File: config.mk
export PLATFORM = sky130hd
export DESIGN_NAME = tree_verify
export DESIGN_NICKNAME = d
export VERILOG_FILES = /design/src/rtl/tree_verify_pkg.sv /design/src/rtl/tv_mix.sv /design/src/rtl/tv_key_store.sv /design/src/rtl/tv_walker.sv /design/src/rtl/tree_verify.sv
export SDC_FILE = /design/constraint.sdc
export NUM_CORES = 1
export LEC_CHECK = 0
export ABC_AREA = 1
export CORE_MARGIN = 2
export CORE_UTILIZATION = 60
export CTS_CLUSTER_SIZE = 16
export DETAILED_ROUTE_END_ITERATION = 12
export PLACE_DENSITY_LB_ADDON = 0.2
export SYNTH_ARGS = -nofsm -noshare
export SYNTH_HDL_FRONTEND = slang
export SYNTH_SLANG_ARGS = --single-unit
export TNS_END_PERCENT = 100
File: constraint.sdc
create_clock -name clk_i -period 9.37 [get_ports clk_i]
set_input_delay 2.3425 -clock clk_i [delete_from_list [all_inputs] [get_ports clk_i]]
set_output_delay 2.3425 -clock clk_i [all_outputs]
set_load 0.01 [all_outputs]
File: src/rtl/tree_verify_pkg.sv
package tree_verify_pkg;
  localparam logic [31:0] HASH_K   = 32'h9E37_79B9;
  localparam int unsigned HASH_ROT = 5;

  typedef enum logic [1:0] {
    ST_IDLE,
    ST_SIB,
    ST_PAR,
    ST_CMP
  } walk_st_e;
endpackage

File: src/rtl/tv_mix.sv
module tv_mix
  import tree_verify_pkg::*;
#(
  parameter int unsigned DATA_W = 32
) (
  input  logic [DATA_W-1:0] left_i,
  input  logic [DATA_W-1:0] right_i,
  output logic [DATA_W-1:0] hash_o
);
  localparam int unsigned ROT = HASH_ROT % DATA_W;

  logic [DATA_W-1:0] rot_l;

  generate
    if (ROT == 0) begin : g_norot
      assign rot_l = left_i;
    end else begin : g_rot
      assign rot_l = {left_i[DATA_W-ROT-1:0], left_i[DATA_W-1:DATA_W-ROT]};
    end
  endgenerate

  assign hash_o = (rot_l ^ right_i) + DATA_W'(HASH_K);
endmodule

File: src/rtl/tv_key_store.sv
module tv_key_store #(
  parameter int unsigned DATA_W = 32,
  parameter int unsigned TREE_W = 4
) (
  input  logic              clk_i,
  input  logic              rst_ni,
  input  logic              we_i,
  input  logic [TREE_W-1:0] wsel_i,
  input  logic [DATA_W-1:0] wval_i,
  input  logic [TREE_W-1:0] rsel_i,
  output logic [DATA_W-1:0] rval_o,
  output logic              rok_o
);
  localparam int unsigned NUM_TREES = 1 << TREE_W;

  logic [DATA_W-1:0]    val_q [NUM_TREES];
  logic [NUM_TREES-1:0] ok_q;

  generate
    for (genvar t = 0; t < NUM_TREES; t++) begin : g_slot
      always_ff @(posedge clk_i or negedge rst_ni) begin
        if (!rst_ni) begin
          val_q[t] <= '0;
          ok_q[t]  <= 1'b0;
        end else if (we_i && (wsel_i == TREE_W'(t))) begin
          val_q[t] <= wval_i;
          ok_q[t]  <= 1'b1;
        end
      end
    end
  endgenerate

  assign rval_o = val_q[rsel_i];
  assign rok_o  = ok_q[rsel_i];
endmodule

File: src/rtl/tv_walker.sv
module tv_walker
  import tree_verify_pkg::*;
#(
  parameter int unsigned DATA_W = 32,
  parameter int unsigned IDX_W  = 8,
  parameter int unsigned TREE_W = 4,
  parameter int unsigned LVL_W  = $clog2(IDX_W + 1)
) (
  input  logic              clk_i,
  input  logic              rst_ni,
  input  logic              req_valid_i,
  input  logic [IDX_W-1:0]  req_idx_i,
  input  logic [DATA_W-1:0] req_data_i,
  output logic              busy_o,
  output logic              mem_req_o,
  output logic [LVL_W-1:0]  mem_lvl_o,
  output logic [IDX_W-1:0]  mem_node_o,
  input  logic              mem_ack_i,
  input  logic [DATA_W-1:0] mem_rdata_i,
  output logic [TREE_W-1:0] key_sel_o,
  input  logic [DATA_W-1:0] key_val_i,
  input  logic              key_ok_i,
  output logic              pass_o,
  output logic              fail_o
);
  localparam int unsigned LEVELS = IDX_W - TREE_W;

  walk_st_e          state_q;
  logic [IDX_W-1:0]  idx_q;
  logic [DATA_W-1:0] cur_q, sib_q, par_q;
  logic [LVL_W-1:0]  lvl_q;
  logic              pass_q, fail_q;

  logic [LVL_W-1:0]  lvl_nxt;
  logic              at_top;
  logic [IDX_W-1:0]  idx_sh, sib_node, par_node;
  logic [DATA_W-1:0] left, right, hash;
  logic              node_ok;

  assign lvl_nxt  = lvl_q + LVL_W'(1);
  assign at_top   = (lvl_nxt == LVL_W'(LEVELS));
  assign idx_sh   = idx_q >> lvl_q;
  assign sib_node = idx_sh ^ IDX_W'(1);
  assign par_node = idx_q >> lvl_nxt;

  // path bit 0 => running node is the left child
  assign left  = idx_sh[0] ? sib_q : cur_q;
  assign right = idx_sh[0] ? cur_q : sib_q;

  tv_mix #(.DATA_W(DATA_W)) i_mix (
    .left_i (left),
    .right_i(right),
    .hash_o (hash)
  );

  assign key_sel_o = idx_q[IDX_W-1 -: TREE_W];
  assign node_ok   = at_top ? (key_ok_i && (hash == key_val_i)) : (hash == par_q);

  always_comb begin
    mem_req_o  = 1'b0;
    mem_lvl_o  = '0;
    mem_node_o = '0;
    unique case (state_q)
      ST_SIB: begin
        mem_req_o  = 1'b1;
        mem_lvl_o  = lvl_q;
        mem_node_o = sib_node;
      end
      ST_PAR: begin
        mem_req_o  = 1'b1;
        mem_lvl_o  = lvl_nxt;
        mem_node_o = par_node;
      end
      default: ;
    endcase
  end

  always_ff @(posedge clk_i or negedge rst_ni) begin
    if (!rst_ni) begin
      state_q <= ST_IDLE;
      idx_q   <= '0;
      cur_q   <= '0;
      sib_q   <= '0;
      par_q   <= '0;
      lvl_q   <= '0;
      pass_q  <= 1'b0;
      fail_q  <= 1'b0;
    end else begin
      pass_q <= 1'b0;
      fail_q <= 1'b0;
      unique case (state_q)
        ST_IDLE: begin
          if (req_valid_i) begin
            idx_q   <= req_idx_i;
            cur_q   <= req_data_i;
            lvl_q   <= '0;
            state_q <= ST_SIB;
          end
        end
        ST_SIB: begin
          if (mem_ack_i) begin
            sib_q   <= mem_rdata_i;
            state_q <= at_top ? ST_CMP : ST_PAR;
          end
        end
        ST_PAR: begin
          if (mem_ack_i) begin
            par_q   <= mem_rdata_i;
            state_q <= ST_CMP;
          end
        end
        ST_CMP: begin
          if (!node_ok) begin
            fail_q  <= 1'b1;
            state_q <= ST_IDLE;
          end else if (at_top) begin
            pass_q  <= 1'b1;
            state_q <= ST_IDLE;
          end else begin
            cur_q   <= hash;
            lvl_q   <= lvl_nxt;
            state_q <= ST_SIB;
          end
        end
        default: state_q <= ST_IDLE;
      endcase
    end
  end

  assign busy_o = (state_q != ST_IDLE);
  assign pass_o = pass_q;
  assign fail_o = fail_q;
endmodule

File: src/rtl/tree_verify.sv
module tree_verify #(
  parameter int unsigned DATA_W = 32,
  parameter int unsigned IDX_W  = 8,
  parameter int unsigned TREE_W = 4,
  parameter int unsigned LVL_W  = $clog2(IDX_W + 1)
) (
  input  logic              clk_i,
  input  logic              rst_ni,
  input  logic              req_valid_i,
  input  logic [IDX_W-1:0]  req_idx_i,
  input  logic [DATA_W-1:0] req_data_i,
  output logic              busy_o,
  input  logic              key_we_i,
  input  logic [TREE_W-1:0] key_sel_i,
  input  logic [DATA_W-1:0] key_val_i,
  output logic              mem_req_o,
  output logic [LVL_W-1:0]  mem_lvl_o,
  output logic [IDX_W-1:0]  mem_node_o,
  input  logic              mem_ack_i,
  input  logic [DATA_W-1:0] mem_rdata_i,
  output logic              pass_o,
  output logic              fail_o
);
  logic [TREE_W-1:0] rd_sel;
  logic [DATA_W-1:0] rd_val;
  logic              rd_ok;

  tv_key_store #(.DATA_W(DATA_W), .TREE_W(TREE_W)) i_store (
    .clk_i (clk_i),
    .rst_ni(rst_ni),
    .we_i  (key_we_i),
    .wsel_i(key_sel_i),
    .wval_i(key_val_i),
    .rsel_i(rd_sel),
    .rval_o(rd_val),
    .rok_o (rd_ok)
  );

  tv_walker #(
    .DATA_W(DATA_W), .IDX_W(IDX_W), .TREE_W(TREE_W), .LVL_W(LVL_W)
  ) i_walker (
    .clk_i      (clk_i),
    .rst_ni     (rst_ni),
    .req_valid_i(req_valid_i),
    .req_idx_i  (req_idx_i),
    .req_data_i (req_data_i),
    .busy_o     (busy_o),
    .mem_req_o  (mem_req_o),
    .mem_lvl_o  (mem_lvl_o),
    .mem_node_o (mem_node_o),
    .mem_ack_i  (mem_ack_i),
    .mem_rdata_i(mem_rdata_i),
    .key_sel_o  (rd_sel),
    .key_val_i  (rd_val),
    .key_ok_i   (rd_ok),
    .pass_o     (pass_o),
    .fail_o     (fail_o)
  );
endmodule

; ---- Word-level counts from Yosys, hierarchy flattened
; Index checks and enable logic that the tools add are counted.
[totals]
out_inout_bits = 16
register_bits = 640
word_cells = 133
[classes]
bitwise = 3
n_shift = 2
add_sub_neg = 2
n_reduce_logical = 27
n_mux = 31
order_cmp = 2
n_eq_ne = 26
[op_table]
columns = operator, n
row1 = $mux W32, 7
row2 = $bmux W32 S4, 1
row3 = $eq A32 B32 Y1, 2
row4 = $pmux W32 S2, 1
row5 = $add A32 B32 Y32 const B, 1
row6 = $eq A4 B4 Y1 const B, 8
row7 = $xor A32 B32 Y32, 1
row8 = $eq A4 B3 Y1 const B, 5
row9 = $logic_and A1 B1 Y1, 17
row10 = $pmux W4 S2, 2
row11 = $pmux W8 S2, 1
row12 = $shr A8 B4 Y8, 2
row13 = $mux W4, 3
row14 = $mux W1, 10
row15 = $eq A4 B2 Y1 const B, 2
row16 = $mux W2, 4
row17 = $ne A2 B2 Y1 const B, 4
row18 = $pmux W2 S4, 1
row19 = $reduce_and A2 Y1, 3
row20 = $ge A5 B5 Y1 const B, 1
row21 = $lt A4 B5 Y1 const B, 1
row22 = $not A4 Y5, 1
row23 = $add A4 B1 Y4 const B, 1
row24 = $bmux W1 S4, 1
row25 = 11 further kinds, 13

; ---- Depth between registers and ports, before layout
; Gate-level depths: netlist of run 1.
[depth]
word_depth = 9
mapped_depth = 34

; ---- Cells and area by module
; A second synthesis of run 1 with hierarchy kept.
[hier_totals]
hier_cells = 4878
area_unflattened_um2 = 35012.3
[by_module_without_submodules]
columns = mod, n_inst, seq_area_each_um2, cells_each, area_each_um2
row1 = tv_key_store, 1, 13212.7, 3373, 25662.1
row2 = tv_walker, 1, 2802.7, 1068, 7372.1
row3 = tv_mix, 1, 0.0, 437, 1978.1

; ---- Worst setup path after synthesis of run 1
; No wires, ideal clock.
[synth_timing]
path_kind = register to output
from = register i_walker.idx_q[4]
to = output mem_node_o[0]
setup_slack_ps = 4684
required_time_ps = 7028
stages_incl_launch_ff = 14
arrival_time_ps = 2343
path_cell_list = dfrtp_1 clkbuf_1 clkbuf_1 clkbuf_1 clkbuf_1 buf_1 nand2_1 inv_1 a21oi_1 nand2_1 o21ai_0 o21ai_0 nand2_1 a21oi_1
[synth_between]
elab_chain_len = 3
elab_cells_between_ends = 4
cone_classes = 2 x shift / 1 x mux / 1 x bitwise
[synth_rtl]
columns = item, line
row1 = start: declaration, tv_walker.sv:29  ; logic [IDX_W-1:0] idx_q;
row2 = start signal: assignment, tv_walker.sv:94  ; idx_q <= req_idx_i;
row3 = $shr A8 B4 Y8, tv_walker.sv:42  ; assign idx_sh = idx_q >> lvl_q;
row4 = $not A1 Y1 (no source line), --
row5 = $pmux W8 S2 (*), tv_walker.sv:63  ; unique case (state_q)
row6 = end: declaration, tree_verify.sv:18  ; output logic [IDX_W-1:0] mem_node_o,
; Every way passes the cells marked *; elsewhere a longest branch is shown, timed or not.

; ---- Final worst setup path of run 1
[layout_timing]
from = register i_walker.idx_q[5]
to = register i_walker.cur_q[25]
[layout_between]
elab_chain_len = 9
elab_cells_between_ends = 20
cone_classes = 1 x add/sub / 3 x eq/ne / 1 x shift / 11 x mux / 2 x bitwise / 2 x reduce/logical
[layout_rtl]
columns = item, line
row1 = $shr A8 B4 Y8 / $not A4 Y5 (equally long branches), "tv_walker.sv:42, tv_key_store.sv:33"
row2 = "$mux W32, or another cell as far along", tv_walker.sv:47  ; assign left = idx_sh[0] ? sib_q : cur_q;
row3 = $xor A32 B32 Y32 / $mux W32 (equally long branches), "tv_mix.sv:22, tv_key_store.sv:33"
row4 = $add A32 B32 Y32 / $mux W32 (equally long branches), "tv_mix.sv:22, tv_key_store.sv:33"
row5 = $eq A32 B32 Y1, tv_walker.sv:57  ; assign node_ok = at_top ? (key_ok_i && (hash == key_val_i)) : (hash == par_q);
row6 = $logic_and A1 B1 Y1, tv_walker.sv:57
row7 = $mux W1, tv_walker.sv:57
row8 = $ne A2 B1 Y1 (no source line), --
row9 = $reduce_and A4 Y1 (no source line), --
row10 = end signal: assignment, tv_walker.sv:95  ; cur_q <= req_data_i;
row11 = end signal: assignment, tv_walker.sv:120  ; cur_q <= hash;
row12 = end: declaration, tv_walker.sv:30  ; logic [DATA_W-1:0] cur_q, sib_q, par_q;
; Parallel ways exist; a longest one is shown, timed or not. The select of a mux whose other input is x is not followed.
; A chain may end at the register's enable or synchronous reset.

==> flow_metrics.py, run 1 <==
metrics = {
    "status": {
        "status": "finished, final reports clean",
    },
    "sta": {
        "setup_viol": 0,
        "max_freq_ghz": 0.162,
        "max_slew.worst_pin.slew_ps": 1160,
        "period_minus_slack_ps": 6170,
        "grt_setup_unrepaired": "no",
        "finalHoldViolCount": 0,
        "whs_ps": 446,
        "fin_skew_ps": 27.5,
        "layout_worst_path_cycle_share": 0.658,
        "slew_headroom": 0.227,
        "fin_tns_setup_ps": 0,
        "slew_viol_final": 0,
    },
    "worst_setup_path": {
        "worst_path_max_delay_cell": "dfrtp_4",
        "critical_path_depth": 27,
        "critPathMaxStageDelay_ps": 850,
        "reg2reg_from": "i_walker.idx_q[5]$_DFFE_PN0P_",
        "setup.worst_path.start": "i_walker.idx_q[5]$_DFFE_PN0P_",
        "arrival_ps": 6650,
        "start_kind": "flop",
        "r2r_slack_ps": 3200,
        "reg2regPathDepth": 27,
        "crit_buf_inv": 1,
        "worstSetupPathType": "flop to flop",
        "endpoint": "i_walker.cur_q[25]$_DFFE_PN0P_",
        "r2r_end": "i_walker.cur_q[25]$_DFFE_PN0P_",
        "required_ps": 9860,
        "cpMostUsedCell": "nand2_1",
        "worstSetupEndpointType": "flop",
        "cpLargestDelayFamily": "simple AND/OR/NAND/NOR gates",
        "path_max_fanout": 44,
    },
    "finish": {
        "final_common_cell": "nand2_1",
        "finalNonFillerCells": 4957,
        "fin_util": 0.671,
        "mostFrequentLayoutCells": "nand2_1, o21ai_0, dfrtp_1, nand3_1, a21oi_1",
        "final_cell_area_um2": 36200,
        "area_growth_syn_to_layout_pct": 10.6,
        "drive_above_1_share": 0.0531,
        "final_nets": 4334,
    },
    "drt": {
        "wl_met2_um": 45700,
        "drcViolationCount": 0,
        "drt-initial-drc-count": 3168,
        "wl_um": 100000,
        "vias": 29900,
        "first_pass_iters": 8,
        "via_per_inst": 6.03,
        "avgRoutedWirePerCell_um": 20.2,
        "top_layer": "met4",
        "wl_met1_um": 42200,
        "ant_nets": 0,
        "route.met3.wl_um": 8500,
    },
    "synth": {
        "ys_ff_latch": 640,
        "synth-seq-area-share": 0.489,
        "synth_cells": 4282,
        "synthFlopType": "dfrtp_1",
        "syn_area_per_cell_um2": 7.64,
        "synth_edf_count": 0,
        "synth_async_sr_flop_share": 1.00,
        "synth_cell_types": 53,
        "syn_nets": 4401,
        "ys_warn_count": 0,
        "syn_area_um2": 32700,
    },
    "clock_network": {
        "worst_skew_pair.late_latency_ps": 620,
        "cts_hold_buf": 0,
        "cts.sinks": 640,
        "cts_root_buf": "clkbuf_16",
        "cts_buffer_depth": 3,
        "cts_buffers": 68,
        "cts_tree": "done",
        "htreeDepth": 3,
        "cts_resized": 0,
        "path_clk_slew_ps": 60,
        "post_cts_buffers": 0,
    },
    "grt": {
        "grtUsageTotal": 0.358,
        "grt_pass1_vias": 28300,
        "grt_pass1_wl_um": 158000,
        "grt_overflow": 0,
        "grt_max_degree": 165,
        "antenna_found_initial": 1,
    },
    "hold_path": {
        "min_path_type": "flop to flop",
        "worstHoldStart": "i_store.ok_q[10]$_DFFE_PN0P_",
    },
    "floorplan": {
        "rows": 85,
        "chipWidth_um": 238,
        "die_h_um": 238,
        "die_area_um2": 56400,
        "io_pins": 129,
        "initial_utilization": 0.607,
        "coreArea_um2": 53900,
    },
    "placement": {
        "dp_cells": 4841,
        "placed_area_um2": 34000,
        "dp_hpwl_um": 60100,
        "io_buffer_count": 128,
        "place.gp.congestion": 1.01,
    },
    "pwr": {
        "swShare": 0.497,
        "power.leakage_nw": 17.4,
        "p_switching_w": 0.00728,
        "pwr-share-clk": 0.179,
        "power.density_nw_per_um2": 405,
        "vdd_ir_drop_max_uv": 222,
        "p_comb_frac": 0.541,
        "pwr-share-seq": 0.280,
        "intPower_w": 0.00737,
    },
    "job": {
        "cap_violations": 0,
    },
}
[power by group through the flow]
stage          logic (W)  clock network (W)  registers (W)
3_3_place_gp     0.00762                  0        0.00410
2_1_floorplan    0.00576                  0        0.00383
5_1_grt          0.00882            0.00276        0.00416
6_report         0.00794            0.00262        0.00410
3_5_place_dp     0.00769                  0        0.00410
4_1_cts          0.00774            0.00264        0.00408
[per-layer routing]
metal	global-route usage	up-vias
met5	0	-
met4	0.139	0
met3	0.0576	232
met2	0.557	1360
met1	0.509	14300
li1	-	14000
[cells by family after synthesis]
logic type / Yosys count / share of synthesized area
and+or+nand+nor: 2004 / 0.251
AOI/OAI and AO/OA: 1033 / 0.175
DFF: 640 / 0.489
buffers and inverters: 526 / 0.0631
xor gates and xnor gates: 68 / 0.0182
adders and majority gates: 6 / 0.00229
muxes: 5 / 0.00164
[state kept, by name (all words and copies together) (netlist names)]
| name | flops |
|---|---|
| i_store.ok_q | 16 |
| i_store.val_q | 512 |
| i_walker.cur_q | 32 |
| i_walker.fail_o | 1 |
| i_walker.idx_q | 8 |
| i_walker.lvl_q | 4 |
| i_walker.par_q | 32 |
| i_walker.pass_o | 1 |
| i_walker.sib_q | 32 |
| i_walker.state_q | 2 |
[synthesized netlist by cell type (2+ instances only)]
master       n  area (µm²)
nand2_4      3        33.8
xor2_1      39         342
nor4_1       4        25.0
and2_1       9        56.3
o21ai_0    642        3210
nand2_2     19         119
buf_4        4        30.0
and2_0       2        12.5
nand2_1   1478        5550
a32o_1       9        90.1
o31ai_1      6        45.0
nand4_1     14        87.6
mux2i_1      2        20.0
buf_2        4        20.0
buf_1       27         101
a221oi_1    81         709
nor2_1     151         567
nand3b_1    21         158
o211ai_1    10        75.1
nand3_1    269        1350
dfrtp_1    640       16000
clkbuf_1   255         957
nand3_2      8        80.1
nor3_1       6        30.0
a21oi_2      3        26.3
a221o_1     11         110
a21oi_1    247        1240
nor2_2       8        50.1
nor2_4       3        33.8
mux2_2       3        33.8
inv_1      207         777
buf_6        9         101
xnor2_1     29         254
clkinv_1     5        18.8
o21ai_1      4        20.0
o221ai_1     2        17.5
a311o_1      9        90.1
ha_1         6        75.1
inv_2       14        52.6
or3_1        6        37.5
[through the flow]
step                      setup WS, ps  total power, W
after global placement            3620          0.0117
after floorplan                   4680         0.00959
final                             3200          0.0147
after global routing              2960          0.0157
after detailed placement          3480          0.0118
after CTS                         3360          0.0145
[worst min-delay path: cells and delay by family, from the launching register on]
| kind | cells | cell delay, ps |
|---|---|---|
| AND/OR/NAND/NOR | 1 | 50 |
| flip-flops | 1 | 320 |
| buffers and inverters | 1 | 40 |
[how the worst min path moves through the flow]
stage / end / slack [ps] / cells after the start
2_1_floorplan: i_store.ok_q[10]$_DFFE_PN0P_ / 420 / 2
3_3_place_gp: i_store.ok_q[9]$_DFFE_PN0P_ / 430 / 2
3_5_place_dp: i_store.ok_q[10]$_DFFE_PN0P_ / 430 / 2
4_1_cts: i_store.ok_q[13]$_DFFE_PN0P_ / 450 / 2
5_1_grt: i_store.ok_q[9]$_DFFE_PN0P_ / 470 / 2
6_report: i_store.ok_q[10]$_DFFE_PN0P_ / 450 / 2
[area by class of cell]
| cell class | count | area (µm²) |
|---|---|---|
| tap | 696 | 871 |
| multi-input combinational | 3116 | 14700 |
| clock buffer | 98 | 1970 |
| antenna | 1 | 2.50 |
| sequential | 640 | 16000 |
| inverter | 227 | 867 |
| timing repair buffer | 162 | 1570 |
| clock inverter | 17 | 165 |
| fill | 4644 | 17700 |
Power figures use the tool's default switching activity.
==> run 2, diff against run 1 <==
==> constraint.sdc (replaced) <==
create_clock -name clk_i -period 6.15 [get_ports clk_i]
set_input_delay 1.5375 -clock clk_i [delete_from_list [all_inputs] [get_ports clk_i]]
set_output_delay 1.5375 -clock clk_i [all_outputs]
set_load 0.01 [all_outputs]
==> flow_metrics.py, run 2 (synthesis gave the netlist of run 1 again) <==
metrics = {
    "floorplan": {
        "die_h_um": 238,
        "rows": 85,
        "coreArea_um2": 53900,
        "die_area_um2": 56400,
        "io_pins": 129,
        "initial_utilization": 0.607,
        "chipWidth_um": 238,
    },
    "finish": {
        "multi_input_area_um2": 14700,
        "fin_util": 0.675,
        "area_growth_syn_to_layout_pct": 11.2,
        "top_register": "i_store.val_q",
        "final_nets": 4342,
        "final_common_cell": "nand2_1",
        "mostFrequentLayoutCells": "nand2_1, o21ai_0, dfrtp_1, nand3_1, a21oi_1",
        "diodes": 0,
        "largest_reg_flops": 512,
        "n_fill_cell": 4582,
        "regArea_um2": 16000,
        "drive_above_1_share": 0.0553,
        "finalNonFillerCells": 4966,
    },
    "grt": {
        "grt_overflow": 0,
        "grt_pass1_vias": 28000,
        "grt_max_degree": 211,
        "grtUsageTotal": 0.365,
        "grt_pass1_wl_um": 161000,
        "antenna_found_initial": 0,
    },
    "drt": {
        "avgRoutedWirePerCell_um": 20.6,
        "via_per_inst": 6.03,
        "ant_nets": 0,
        "wl_um": 102000,
        "vias": 30000,
        "drcViolationCount": 0,
        "drt-initial-drc-count": 3298,
        "first_pass_iters": 7,
    },
    "sta": {
        "fin_ws_ps": 1020,
        "max_slew.worst_pin.slew_ps": 1210,
        "period_minus_slack_ps": 5130,
        "fin_skew_ps": 10.8,
        "grt_setup_unrepaired": "no",
        "fin_tns_setup_ps": 0,
        "setup_viol": 0,
        "finalHoldViolCount": 0,
        "slew_headroom": 0.188,
        "slew_viol_final": 0,
        "layout_worst_path_cycle_share": 0.834,
        "max_freq_ghz": 0.195,
    },
    "placement": {
        "dp_cells": 4848,
        "io_buffer_count": 128,
        "dp_hpwl_um": 63400,
        "place.gp.congestion": 0.999,
        "preCtsSetupSlack_ps": 1100,
    },
    "worst_setup_path": {
        "reg2regPathDepth": 29,
        "path_max_fanout": 36,
        "worst_path_max_delay_cell": "dfrtp_1",
        "worstSetupEndpointType": "flop",
        "arrival_ps": 5620,
        "start_kind": "flop",
        "required_ps": 6650,
        "worstSetupPathType": "flop to flop",
        "cpMostUsedCell": "nand2_1",
        "critPathMaxStageDelay_ps": 750,
    },
    "clock_network": {
        "cts_hold_buf": 0,
        "worst_skew_pair.late_latency_ps": 620,
        "post_cts_buffers": 0,
        "cts_root_buf": "clkbuf_16",
        "htreeDepth": 3,
        "cts_buffer_depth": 3,
        "cts_resized": 0,
        "cts_tree": "done",
        "cts_buffers": 69,
        "path_clk_slew_ps": 60,
        "cts.sinks": 640,
    },
    "pwr": {
        "power.density_nw_per_um2": 621,
        "power.leakage_nw": 17.5,
        "vdd_ir_drop_max_uv": 416,
    },
    "status": {
        "status": "finished, final reports clean",
    },
    "hold_path": {
        "min_path_type": "flop to flop",
        "whs_path_depth": 2,
    },
    "job": {
        "cap_violations": 0,
    },
}
==> run 2: cell count changes in the layout (fill, tap and decap cells not counted), moves of 2 or more <==
| cell | delta |
|---|---|
| clkinv_8 | -2 |
| clkbuf_16 | +3 |
| buf_12 | +4 |
| buf_4 | +3 |
==> run 2: area by class of cell <==
cell class	instances	area share
multi-input cells	3116	0.405
flip-flops and latches	640	0.441
inverters	227	0.0238
clock buffers	100	0.0560
clock inverters	18	0.00519
well taps	696	0.0239
repair buffers	169	0.0459
==> run 2: worst max-delay path: cells and delay by family (launching register included) <==
family	cells	cell delay (ps)
AOI/OAI and AO/OA	1	130
adders and majority gates	1	230
buffers and inverters	3	400
DFF	1	750
and+or+nand+nor	24	3440
==> run 2: final timing paths <==
check	to	slack [ps]	from
min in group asynchronous	i_walker.cur_q[6]$_DFFE_PN0P_	950	rst_ni
min reg2reg	i_store.ok_q[2]$_DFFE_PN0P_	450	i_store.ok_q[2]$_DFFE_PN0P_
min	i_store.ok_q[2]$_DFFE_PN0P_	450	i_store.ok_q[2]$_DFFE_PN0P_
max reg2reg	i_walker.cur_q[9]$_DFFE_PN0P_	1020	i_walker.lvl_q[0]$_DFFE_PN0P_
max in group asynchronous	i_store.val_q[314]$_DFFE_PN0P_	3900	rst_ni
max	i_walker.cur_q[9]$_DFFE_PN0P_	1020	i_walker.lvl_q[0]$_DFFE_PN0P_
==> run 2: metrics by stage <==
stage	hold WS [ps]	total power [W]	instance area, µm²
floorplan	419	0.0146	32700
global placement	428	0.0181	34100
detailed placement	437	0.0182	34100
CTS	451	0.0224	36400
global route	464	0.0243	36400
finish	451	0.0226	36400
==> run 2: power breakdown <==
part | internal [W] | switching, W | total [W]
combinational | 0.00374 | 0.00859 | 0.0123
clock | 0.00236 | 0.00175 | 0.00411
sequential | 0.00525 | 0.000913 | 0.00616
==> run 2: per-layer routing <==
| layer | vias up | wire (µm) | GRT usage |
|---|---|---|---|
| li1 | 14000 | - | - |
| met1 | 14300 | 43200 | 0.529 |
| met2 | 1429 | 46600 | 0.564 |
| met3 | 221 | 8830 | 0.0543 |
| met4 | 0 | 3570 | 0.135 |
| met5 | - | 0 | 0 |
